<file path="config.mk">
export PLATFORM = sky130hd
export DESIGN_NAME = wdt_toggle_kick
export DESIGN_NICKNAME = d
export VERILOG_FILES = /design/src/rtl/wdt_pkg.sv /design/src/rtl/wdt_cmd_decode.sv /design/src/rtl/wdt_period_map.sv /design/src/rtl/wdt_counter.sv /design/src/rtl/wdt_toggle_kick.sv
export SDC_FILE = /design/constraint.sdc
export NUM_CORES = 1
export LEC_CHECK = 0
export BUFFER_PORTS_ARGS = -buffer_cell sky130_fd_sc_hd__buf_2
export CORE_ASPECT_RATIO = 1.2
export CORE_UTILIZATION = 45
export CTS_CLUSTER_SIZE = 40
export DETAILED_ROUTE_END_ITERATION = 8
export GPL_ROUTABILITY_DRIVEN = 0
export HOLD_SLACK_MARGIN = 0.15
export PLACE_DENSITY = 0.7
export SLEW_MARGIN = 25
export SYNTH_ARGS = -nofsm -noshare
export SYNTH_HDL_FRONTEND = slang
export SYNTH_SLANG_ARGS = --single-unit
export TNS_END_PERCENT = 10
</file>
<file path="constraint.sdc">
create_clock -name clk -period 2.4 [get_ports clk]
set_clock_uncertainty 0.15 [all_clocks]
set_input_delay 0.72 -clock clk [delete_from_list [all_inputs] [get_ports clk]]
set_output_delay 0.72 -clock clk [all_outputs]
set_load 0.03 [all_outputs]
</file>
<file path="src/rtl/wdt_pkg.sv">
// Shared constants and types for the toggle-serviced watchdog.
package wdt_pkg;
    localparam logic [3:0] ADDR_WDOG = 4'b1101;
    localparam logic [3:0] ADDR_NOP  = 4'b0110;
    localparam int         KICK_BIT  = 7;

    typedef logic [1:0] wd_code_t;
    localparam wd_code_t CODE_RESET = 2'b00;
endpackage

</file>
<file path="src/rtl/wdt_cmd_decode.sv">
// Command decoder: keeps the stored period code and the bit-7 reference.
// Raises kick when bit 7 differs from the previous command's bit 7.
// Assumes cmd_valid is a single-cycle strobe per command word.
module wdt_cmd_decode
    import wdt_pkg::*;
(
    input  logic           clk,
    input  logic           rst_n,
    input  logic           cmd_valid,
    input  logic [3:0]     cmd_addr,
    input  logic [7:0]     cmd_data,
    output logic           kick,
    output wd_code_t       code_next,
    output wd_code_t       code_stored,
    output logic           prev_bit
);
    logic code_wr;

    // Decode a configuration write and the service condition.
    always_comb begin
        code_wr   = cmd_valid && (cmd_addr == ADDR_WDOG);
        code_next = code_wr ? wd_code_t'(cmd_data[1:0]) : code_stored;
        kick      = cmd_valid && (cmd_data[KICK_BIT] != prev_bit);
    end

    // Store the code on a configuration write and the service bit on every command.
    always_ff @(posedge clk) begin
        if (!rst_n) begin
            code_stored <= CODE_RESET;
            prev_bit    <= 1'b0;
        end else if (cmd_valid) begin
            code_stored <= code_next;
            prev_bit    <= cmd_data[KICK_BIT];
        end
    end
endmodule

</file>
<file path="src/rtl/wdt_period_map.sv">
// Maps a 2-bit code to a period in ticks. Pure combinational logic.
module wdt_period_map
    import wdt_pkg::*;
#(
    parameter int P00 = 620,
    parameter int P01 = 310,
    parameter int P10 = 2500,
    parameter int P11 = 1250,
    parameter int CW  = 12
) (
    input  wd_code_t       code,
    output logic [CW-1:0]  period
);
    // Select the period for the code.
    always_comb begin
        unique case (code)
            2'b00:   period = CW'(P00);
            2'b01:   period = CW'(P01);
            2'b10:   period = CW'(P10);
            default: period = CW'(P11);
        endcase
    end
endmodule

</file>
<file path="src/rtl/wdt_counter.sv">
// Tick counter with a code latched at each restart and a sticky expiry flag.
// Assumes period is never zero. After expiry the count freezes.
module wdt_counter
    import wdt_pkg::*;
#(
    parameter int CW = 12
) (
    input  logic           clk,
    input  logic           rst_n,
    input  logic           kick,
    input  logic           tick,
    input  wd_code_t       code_load,
    input  logic [CW-1:0]  period,
    output wd_code_t       code_active,
    output logic [CW-1:0]  count,
    output logic           expired
);
    logic [CW-1:0] count_inc;

    // Next count value.
    always_comb count_inc = count + CW'(1);

    // Restart, advance or expire the count.
    always_ff @(posedge clk) begin
        if (!rst_n) begin
            count       <= '0;
            code_active <= CODE_RESET;
            expired     <= 1'b0;
        end else if (!expired) begin
            if (kick) begin
                count       <= '0;
                code_active <= code_load;
            end else if (tick) begin
                count <= count_inc;
                if (count_inc == period) expired <= 1'b1;
            end
        end
    end
endmodule

</file>
<file path="src/rtl/wdt_toggle_kick.sv">
// Top of the toggle-serviced watchdog. Ties decoder, counter and period map.
// Assumes tick_ms is a one-cycle enable per millisecond.
module wdt_toggle_kick
    import wdt_pkg::*;
#(
    parameter int P00 = 620,
    parameter int P01 = 310,
    parameter int P10 = 2500,
    parameter int P11 = 1250,
    localparam int PMAX_A = (P00 > P01) ? P00 : P01,
    localparam int PMAX_B = (P10 > P11) ? P10 : P11,
    localparam int PMAX   = (PMAX_A > PMAX_B) ? PMAX_A : PMAX_B,
    localparam int CW     = $clog2(PMAX + 1)
) (
    input  logic       clk,
    input  logic       rst_n,
    input  logic       cmd_valid,
    input  logic [3:0] cmd_addr,
    input  logic [7:0] cmd_data,
    input  logic       tick_ms,
    output logic       timeout
);
    logic          kick_w;
    logic          prev_bit_w;
    wd_code_t      code_next_w;
    wd_code_t      code_stored_w;
    wd_code_t      code_active_w;
    logic [CW-1:0] count_w;
    logic [CW-1:0] period_w;

    wdt_cmd_decode dec_i (
        .clk        (clk),
        .rst_n      (rst_n),
        .cmd_valid  (cmd_valid),
        .cmd_addr   (cmd_addr),
        .cmd_data   (cmd_data),
        .kick       (kick_w),
        .code_next  (code_next_w),
        .code_stored(code_stored_w),
        .prev_bit   (prev_bit_w)
    );

    wdt_period_map #(.P00(P00), .P01(P01), .P10(P10), .P11(P11), .CW(CW)) map_i (
        .code  (code_active_w),
        .period(period_w)
    );

    wdt_counter #(.CW(CW)) cnt_i (
        .clk        (clk),
        .rst_n      (rst_n),
        .kick       (kick_w),
        .tick       (tick_ms),
        .code_load  (code_next_w),
        .period     (period_w),
        .code_active(code_active_w),
        .count      (count_w),
        .expired    (timeout)
    );
endmodule

</file>
==> qor.txt, run 1 <==
Status: complete, no violations
Most used routing layer: met2
Nets: 189
Post-Synthesis Cells: 154
I/O Buffers: 11
Clk pwr share: 0.315
Req. time, crit path: 2.47 ns
Net switching power: 166 uW
Vias in the first global route: 1044
DR DRC count: 0
Crit end category: flop
GR Layer Usage met3: 0.0268
Fill cells: 266
Global-route wire length before repair: 4660 um
Overflow after GRT: 0
Cts hold-fix bufs: 0
Post-synth top flop: dfxtp_1
Arrival time at the worst endpoint: 2.24 ns
Final ANT Viol Nets: 0
Setup TNS Final: 0 ns
Crit path max fanout: 6
Final Hold Viols: 0
Internal power: 444 uW
Pin count of the biggest net entering global routing: 19
Setup Buffers After CTS: 0
Mapped Nets: 175
Routed wire length: 2820 um
Compound-Gate Fraction of Synth Area: 0.176
Count leader, synth: dfxtp_1
Area grow syn2layout: 6.93%
Transition time of the tightest slew-check pin: 0.607 ns
Final min period: 2.17 ns
H-tree Lvls: 1
# IOs: 17
Pre-antenna DRT Iters: 4
Vias: 1145
WS Path Type: reg -> reg
Worst reg2reg path startpoint: cnt_i.count[1]$_SDFFE_PN0P_
CP Launch Type: flop
CTS Buf Count: 3
Clock tree buffer depth: 2
Initial antenna violation count: 0
Asr flop ratio synth: 0
Maximum vdd drop: 0.000259 V
GRT Total Usage: 0.199
RSZ-0062 raised after global routing: false
CP Launch Point: cnt_i.count[1]$_SDFFE_PN0P_
Post-synth top cells: dfxtp_1 (18), nand2_1 (13), nor2b_1 (10)
Tcrit/Tclk final: 0.906
Initial Util: 0.475
Hold WS: 0.385 ns
Yosys top cell area share: 0.270
Sequential fraction of design power: 0.509
Slew headroom: 0.590
Util after Layout: 0.508
Largest family of logic cells by synthesized area: simple AND/OR/NAND/NOR gates
Die Y: 61.7 um
Post-synthesis adder-cell area fraction: 0.0468
Cell variety after synth: 46
TritonCTS clock tree: done
Post-synthesis simple-gate area fraction: 0.291
Core area: 0.00281 sq mm
Cell area after synthesis: 0.00134 sq mm
Met1 usage: 0.238
Peak Freq: 460 MHz
Clock sinks: 18
Met2 GRT Util: 0.327
Clock Latency Late Sink: 0.30 ns
Switch share: 0.272
Synth Register Bits: 18
Max-cap viol count: 0
Hold path startpoint: dec_i.code_stored[1]$_SDFFE_PN0P_
Num rows: 21
Final setup vio count: 0
Clk root buf: clkbuf_4
Sequential share of the synthesized area: 0.270
Comb power frac: 0.176
Full die area: 0.00319 sq mm
Tot Pwr: 610 uW
Yosys warns: 0
Max-slew violations: 0
Post-synthesis mux area share: 0.0300
DP HPWL: 2060 um
Drt wl/cell: 14.0 um
Area leader, netlist: dfxtp_1
Avg Cell Area, Syn: 8.68 sq um
Top area cells in the synthesized netlist: dfxtp_1 (27%), xnor2_1 (5.9%), ha_1 (4.7%)
Hold Path Class: reg -> reg
Synth Area in XOR/XNOR: 0.0918
Reg clk slew, reported paths: 0.10 ns
Antenna diodes: 0
Width of the die: 51.7 um
Leakage: 0.566 nW
Starting DRT DRC Count: 22
Pwr Density: 427 mW/mm^2
Ratio of cells with drive above 1 in the final layout: 0.216
Vias per cell: 5.70
Post-synth EDFFs: 0
-- power by group through the flow --
stage	clock (mW)	combinational, mW	sequential [mW]
3_3_place_gp	0	0.102	0.317
4_1_cts	0.197	0.107	0.310
3_5_place_dp	0	0.106	0.317
5_1_grt	0.211	0.120	0.311
6_report	0.192	0.107	0.310
2_1_floorplan	0	0.0750	0.317
-- cells in the final DEF, fill, tap and decap left out, types with 2 or more instances in the layout --
cell type	Yosys	layout
dfxtp_1	18	18
nand2_1	13	13
buf_2	2	11
nor2b_1	10	10
xnor2_1	9	9
buf_4	1	9
a21oi_1	7	7
nor3_1	7	7
nor2_1	6	6
o21ai_0	6	6
xor2_1	5	5
nand4_1	5	5
ha_1	5	5
nand3_1	4	4
mux2i_1	4	4
a21boi_0	4	4
o21a_1	4	4
inv_1	3	3
o211a_1	3	3
nor3b_1	3	3
nand3_2	3	3
clkbuf_4	0	3
and3b_1	2	2
nor4_1	3	2
nor4_2	1	2
a31oi_1	2	2
-- kinds of logic after synthesis --
logic type      after synthesis
buf+inv                      14
fa+ha+maj                     5
xor+xnor                     14
mux                           4
simple gates                 66
compound gates               33
flops                        18
-- per-stage QoR --
step | cells | cell area, sq um | setup WS (ns)
floorplan | 154 | 1340 | 0.254
global placement | 197 | 1390 | 0.228
detailed placement | 197 | 1390 | 0.224
CTS | 201 | 1420 | 0.130
global route | 201 | 1430 | 0.0832
finish | 201 | 1430 | 0.225
-- registers in the layout, indices dropped and copies added (netlist names) --
register,cells
cnt_i.count,12
cnt_i.code_active,2
dec_i.code_stored,2
cnt_i.expired,1
dec_i.prev_bit,1
-- what timing repair did --
item / CTS / global route
endpoints found under the setup margin: 0 / 1
hold endpoints to repair: 0 / 0
gates resized for setup: 0 / 1
-- cell type report --
cell class	count	area [sq um]	area share
Timing Repair Buffer	20	123	0.0858
Tap cell	34	42.5	0.0298
Multi-Input combinational cell	122	856	0.599
Clock buffer	4	36.3	0.0254
Sequential cell	18	360	0.252
Inverter	3	11.3	0.00788
-- worst paths after layout --
path	depth (start not counted)	slack [ns]	endpoint
min	2	0.38	dec_i.code_stored[1]$_SDFFE_PN0P_
min reg2reg	2	0.38	dec_i.code_stored[1]$_SDFFE_PN0P_
max reg2reg	7	0.23	cnt_i.expired$_SDFF_PN0_
max	7	0.23	cnt_i.expired$_SDFF_PN0_
-- critical path, cell delays in order (launching register included) --
cell and delay (ns):
dfxtp_1 0.42, ha_1 0.22, nand3_2 0.09, or3_2 0.52
xnor2_1 0.16, nor4_2 0.19, nand3_2 0.11, o31ai_2 0.23
-- metal layers --
metal / vias to the layer above / routed length (um)
met4: 0 / 117
met2: 27 / 1430
met5: - / 0
li1: 580 / -
met1: 525 / 1180
met3: 13 / 87
No activity file was read; power rests on OpenSTA's default activity.
==> run 2, diff against run 1 <==
--- a/config.mk
+++ b/config.mk
@@ -12,9 +12,10 @@
 export DETAILED_ROUTE_END_ITERATION = 8
 export GPL_ROUTABILITY_DRIVEN = 0
 export HOLD_SLACK_MARGIN = 0.15
-export PLACE_DENSITY = 0.7
+export PLACE_DENSITY = 0.69
 export SLEW_MARGIN = 25
 export SYNTH_ARGS = -nofsm -noshare
 export SYNTH_HDL_FRONTEND = slang
+export SYNTH_HIERARCHICAL = 1
 export SYNTH_SLANG_ARGS = --single-unit
 export TNS_END_PERCENT = 10
==> run 2 against run 1 <==
Effect of this change: power decreased by 1.4%; first-iteration DRC count grew 73%; global-route usage rose by 3.2 points; final area rose by 21%; die area rose by 11%; fmax down 5.4%; area after synthesis increased by 12%; cell count up 17%; routed wire length rose by 31%; critical path depth up 1; clock-buffer cell count did not move; via count up 20%; critical path type unchanged.
==> qor.txt, run 2 <==
Yosys top cell area share: 0.241 (-0.0283)
Full die area: 0.00355 sq mm (+11%)
Routed wire length: 3690 um (+31%)
Crit-path slowest cell: or4_1
Crit end category: flop
Max-cap viol count: 0 (unchanged)
Clock Latency Late Sink: 0.29 ns (about the same)
RSZ-0062 raised after global routing: false
CP Launch Type: flop
Pre-antenna DRT Iters: 4 (unchanged)
Tcrit/Tclk final: 0.958 (+0.0514)
Buf+Inv Stages, Crit Path: 2 (+2)
Post-Synthesis Cells: 173 (+12%)
Commonest non-fill, non-tap cells in the layout: buf_4 (21), dfxtp_1 (17), o21ai_0 (14)
Post-synth top flop: dfxtp_1
Asr flop ratio synth: 0 (unchanged)
# IOs: 17 (unchanged)
Final ANT Viol Nets: 0 (unchanged)
Ratio of cells with drive above 1 in the final layout: 0.236 (+0.0206)
Arrival time at the worst endpoint: 2.36 ns (+0.12 ns)
Pin count of the biggest net entering global routing: 21 (+2)
Clock sinks: 18 (unchanged)
Cts hold-fix bufs: 0 (unchanged)
Hold Path Class: reg -> reg
# resized after CTS: 1 (+1)
Most common cell after layout, fill and taps aside: buf_4
Starting DRT DRC Count: 38 (+73%)
Vias in the first global route: 1395 (+34%)
Util after Layout: 0.556 (+0.0477)
Cell area after synthesis: 0.00149 sq mm (+12%)
Die Y: 65.1 um (+5.5%)
CP top delay family: compound AO/OA/AOI/OAI gates
Leakage: 0.697 nW (+23%)
Core area: 0.00311 sq mm (+11%)
Max-slew violations: 0 (unchanged)
Area grow syn2layout: 15.8%
DR DRC count: 0 (unchanged)
Peak Freq: 435 MHz (-5.4%)
Reg clk slew, reported paths: 0.12 ns (+0.02 ns)
Post-synth top cells: dfxtp_1 (18), o21ai_0 (14), nand2_1 (10)
Drt wl/cell: 15.7 um (+12%)
Pre-CTS setup slack: -0.271 ns (-0.495 ns)
Max reg flops: 12 (unchanged)
H-tree Lvls: 1 (unchanged)
Final Non-Filler Cells: 235 (+17%)
Antenna diodes: 0 (unchanged)
Clk root buf: clkbuf_4
Worst path cell trace: inv_1, ha_1, buf_4, xor2_1, a2111oi_4, o2111ai_1, or4_1, o31ai_1
Nets: 225 (+19%)
Mapped Nets: 198 (+13%)
Initial Util: 0.480 (+0.00459)
DP HPWL: 2840 um (+38%)
Avg Cell Area, Syn: 8.63 sq um (-0.56%)
DP Cell Count: 231 (+17%)
Pwr Density: 348 mW/mm^2 (-19%)
Num rows: 22 (+4.8%)
Vias: 1378 (+20%)
Final setup vio count: 0 (unchanged)
Worst setup margin: 0.102 ns (-0.123 ns)
Final min period: 2.30 ns (+0.123 ns)
Setup Buffers After CTS: 0 (unchanged)
Overflow after GRT: 0 (unchanged)
Synth Register Bits: 18 (unchanged)
Final Hold Viols: 0 (unchanged)
TritonCTS clock tree: done
Sequential share of the synthesized area: 0.241 (-0.0283)
Yosys warns: 6 (+6)
Top Registers: cnt_i/count (12), cnt_i/code_active (2), dec_i/code_stored (2)
Design Area, Final: 0.00173 sq mm (+21%)
Maximum vdd drop: 0.000335 V (+29%)
Setup TNS Final: 0 ns (unchanged)
Req. time, crit path: 2.46 ns (about the same)
Status: complete, no violations
CTS Buf Count: 3 (unchanged)
Area leader, netlist: dfxtp_1
I/O Buffers: 11 (unchanged)
Initial antenna violation count: 0 (unchanged)
WS Path Type: reg -> reg
Global-route wire length before repair: 6080 um (+30%)
GRT Total Usage: 0.231 (+0.0319)
Most flops, register: cnt_i/count
Width of the die: 54.6 um (+5.5%)
Post-DP Area: 0.00169 sq mm (+22%)
Count leader, synth: dfxtp_1
Clock tree buffer depth: 2 (unchanged)
Cell variety after synth: 47 (+2.2%)
Top area cells in the synthesized netlist: dfxtp_1 (24%), ha_1 (7.5%), xnor2_1 (5.3%)
Worst path max stage delay: 0.42 ns (-0.10 ns)
Crit path max fanout: 4 (-2)
Post-synth EDFFs: 0 (unchanged)
Vias per cell: 5.86 (+2.9%)
## run 2: changes by cell type after synthesis, moves of 4 or more
cell      change
nor2b_1       -5
o21ai_0       +8
inv_1         +5
a21boi_0      +4
ha_1          +4
nor3_1        -7
and2_1        +5
## run 2: tightest hold or removal path: stages (launching register included)
cell and delay [ns]:
dfxtp_1 0.33, nand2_1 0.05, mux2i_1 0.06
## run 2: final cells by class
type	instances	area (sq um)
clock buffers	4	36.3
fillers	291	1380
inverters	8	30.0
multi-input cells	137	1040
flip-flops and latches	18	362
well taps	36	45.0
repair buffers	32	213
## run 2: power by group
group          internal [mW]  switching [mW]  total (mW)
registers              0.303         0.00286       0.305
logic                 0.0456          0.0521      0.0977
clock network         0.0923           0.105       0.198
total                  0.440           0.160       0.601
## run 2: final timing paths
check | from | to | slack [ns] | cells after the start
worst max-delay path | cnt_i/code_active[1]$_SDFFE_PN0P_ | cnt_i/expired$_SDFF_PN0_ | 0.10 | 8
worst min-delay path | dec_i/code_stored[1]$_SDFFE_PN0P_ | dec_i/code_stored[1]$_SDFFE_PN0P_ | 0.33 | 2
worst max register to register | cnt_i/code_active[1]$_SDFFE_PN0P_ | cnt_i/expired$_SDFF_PN0_ | 0.10 | 8
worst min register to register | dec_i/code_stored[1]$_SDFFE_PN0P_ | dec_i/code_stored[1]$_SDFFE_PN0P_ | 0.33 | 2
## run 2: per-layer routing
layer,GRT usage,part of all wire,vias up
met5,0,0,-
met4,0.0673,0.014,0
met3,0.0370,0.028,7
met2,0.396,0.53,35
met1,0.286,0.42,662
li1,-,-,674
## run 2: stage by stage
step           total power [mW]  hold WS, ns
2_1_floorplan             0.368        0.288
3_3_place_gp              0.404        0.295
3_5_place_dp              0.409        0.316
4_1_cts                   0.602        0.333
5_1_grt                   0.632        0.366
6_report                  0.601        0.329
## run 2: cell families after synthesis
logic type,count (synthesis),share of synthesized area
other cells,1,0.00251
fa+ha+maj,9,0.0754
mux,8,0.0604
simple gates,60,0.262
buf+inv,18,0.0612
flops,18,0.241
xor+xnor,17,0.0998
compound gates,42,0.198
==> run 3, diff against run 2 <==
--- a/config.mk
+++ b/config.mk
@@ -5,8 +5,8 @@
 export SDC_FILE = /design/constraint.sdc
 export NUM_CORES = 1
 export LEC_CHECK = 0
-export BUFFER_PORTS_ARGS = -buffer_cell sky130_fd_sc_hd__buf_2
-export CORE_ASPECT_RATIO = 1.2
+export BUFFER_PORTS_ARGS = -buffer_cell sky130_fd_sc_hd__buf_4
+export CORE_ASPECT_RATIO = 1.75
 export CORE_UTILIZATION = 45
 export CTS_CLUSTER_SIZE = 40
 export DETAILED_ROUTE_END_ITERATION = 8
==> run 3 against run 2 <==
Effect of this change: sequential cell count stayed put; sequential share of layout area is 0.78 points lower; final area up 6.4%; die area grew 0.23%; combinational power rose by 7%; global-route usage rose by 0.80 points; first-iteration DRC count up 120%; critical path type unchanged; largest cell class unchanged; highest routed layer unchanged.
==> qor.txt, run 3 (synthesis results as in run 2) <==
H-tree Lvls: 1 (unchanged)
Internal power: 496 uW (+13%)
GRT Total Usage: 0.239 (+0.00799)
Global-route wire length before repair: 6220 um (+2.3%)
Vias per cell: 6.13 (+4.6%)
Final min period: 2.38 ns (+0.0826 ns)
Area grow syn2layout: 23.2%
Util after Layout: 0.585 (+0.0295)
Tcrit/Tclk final: 0.992 (+0.0344)
Fill cells: 263 (-9.6%)
Most common cell after layout, fill and taps aside: buf_4
Clk root buf: clkbuf_8
Most flops, register: cnt_i/count
Design Area, Final: 0.00184 sq mm (+6.4%)
Final setup vio count: 0 (unchanged)
Worst path cell trace: nand4_1, o31ai_1, o2111ai_1, or4_1, o31ai_2
Pwr Density: 363 mW/mm^2 (+4.3%)
Register area: 370 sq um (+2.4%)
Leakage: 0.703 nW (+0.96%)
Vias: 1472 (+6.8%)
Commonest non-fill, non-tap cells in the layout: buf_4 (29), o21ai_0 (14), dfxtp_1 (14)
DP Cell Count: 236 (+2.2%)
Maximum vdd drop: 0.000339 V (+1.2%)
Clock Latency Late Sink: 0.26 ns (-0.03 ns)
Full die area: 0.00356 sq mm (+0.23%)
I/O Buffers: 11 (unchanged)
Setup Buffers After CTS: 0 (unchanged)
Crit path max fanout: 12 (+8)
Req. time, crit path: 2.43 ns (-0.03 ns)
Nets: 223 (-0.89%)
Peak Freq: 420 MHz (-3.5%)
Max-slew violations: 0 (unchanged)
Sequential fraction of design power: 0.455 (-0.053)
Status: complete, no violations
Setup TNS Final: 0 ns (unchanged)
Net switching power: 171 uW (+6.5%)
Final Non-Filler Cells: 240 (+2.1%)
Starting DRT DRC Count: 85 (+120%)
Hold Path Class: reg -> reg
Width of the die: 45.5 um (-17%)
DR DRC count: 0 (unchanged)
Reg clk slew, reported paths: 0.07 ns (-0.05 ns)
Arrival time at the worst endpoint: 2.41 ns (+0.05 ns)
Worst setup margin: 0.0193 ns (-0.0826 ns)
Clk pwr share: 0.388 (+0.059)
Final Hold Viols: 0 (unchanged)
Pre-antenna DRT Iters: 4 (unchanged)
Drt wl/cell: 17.0 um (+8.0%)
Max-cap viol count: 0 (unchanged)
Crit-path slowest cell: dfxtp_1
Die Y: 78.2 um (+20%)
Pre-CTS setup slack: -0.197 ns (+0.0739 ns)
Routed wire length: 4070 um (+10%)
Area of the multi-input gates: 0.00110 sq mm (+5.5%)
Comb power frac: 0.157 (-0.006)
Core area: 0.00314 sq mm (+1.0%)
Final ANT Viol Nets: 0 (unchanged)
Max reg flops: 12 (unchanged)
Post-DP Area: 0.00171 sq mm (+1.3%)
WS Path Type: reg -> reg
CTS Buf Count: 3 (unchanged)
TritonCTS clock tree: done
Cts hold-fix bufs: 0 (unchanged)
Clock sinks: 18 (unchanged)
Num rows: 27 (+23%)
Top Registers: cnt_i/count (12), cnt_i/code_active (2), dec_i/code_stored (2)
Worst path max stage delay: 0.61 ns (+0.19 ns)
CP Launch Type: flop
Overflow after GRT: 0 (unchanged)
Initial Util: 0.475 (-0.00478)
Ratio of cells with drive above 1 in the final layout: 0.294 (+0.0582)
Pin count of the biggest net entering global routing: 21 (unchanged)
# IOs: 17 (unchanged)
Vias in the first global route: 1363 (-2.3%)
Initial antenna violation count: 0 (unchanged)
Crit end category: flop
DP HPWL: 3020 um (+6.2%)
RSZ-0062 raised after global routing: true
Antenna diodes: 0 (unchanged)
Switch share: 0.256 (-0.0107)
Clock tree buffer depth: 2 (unchanged)
[run 3: critical path: cells and delay by family (launching register included)]
kind | cells | cell delay, ns
flip-flops | 1 | 0.61
AND/OR/NAND/NOR | 2 | 0.77
AO/OA/AOI/OAI | 3 | 0.77
[run 3: power by group through the flow]
stage                     Combinational, mW  Sequential (mW)  Clock [mW]
final                                 0.105            0.303       0.259
after detailed placement              0.101            0.312           0
after CTS                             0.100            0.305       0.258
after floorplan                      0.0557            0.312           0
after global routing                  0.110            0.304       0.276
after global placement               0.0973            0.312           0
[run 3: final timing paths]
path	startpoint	end	slack, ns	depth (start not counted)
max reg2reg	cnt_i/count[2]$_SDFFE_PN0P_	cnt_i/expired$_SDFF_PN0_	0.02	5
min reg2reg	dec_i/code_stored[0]$_SDFFE_PN0P_	dec_i/code_stored[0]$_SDFFE_PN0P_	0.32	2
max	cnt_i/count[2]$_SDFFE_PN0P_	cnt_i/expired$_SDFF_PN0_	0.02	5
min	dec_i/code_stored[0]$_SDFFE_PN0P_	dec_i/code_stored[0]$_SDFFE_PN0P_	0.32	2
[run 3: through the flow]
stage          hold slack (ns)  power [mW]
2_1_floorplan            0.288       0.368
3_3_place_gp             0.294       0.409
3_5_place_dp             0.309       0.413
4_1_cts                  0.319       0.664
5_1_grt                  0.338       0.691
6_report                 0.320       0.667
[run 3: cell type report]
class | count | share of cell area
tap | 43 | 0.0293
clock buffer | 4 | 0.0299
timing repair buffer | 30 | 0.124
multi-input combinational | 137 | 0.599
inverter | 8 | 0.0163
sequential | 18 | 0.201
[run 3: layer usage]
metal  up-vias  part of all wire  global-route usage
met5         -                 0                   0
met2        89              0.54               0.431
met3        27             0.055              0.0207
met1       689              0.34               0.239
li1        667                 -                   -
met4         0             0.064               0.158
[run 3: repair_timing]
item,CTS,global route
pin swaps,4,5
gates resized for setup,2,17
endpoints found under the setup margin,1,1
gates cloned,0,0
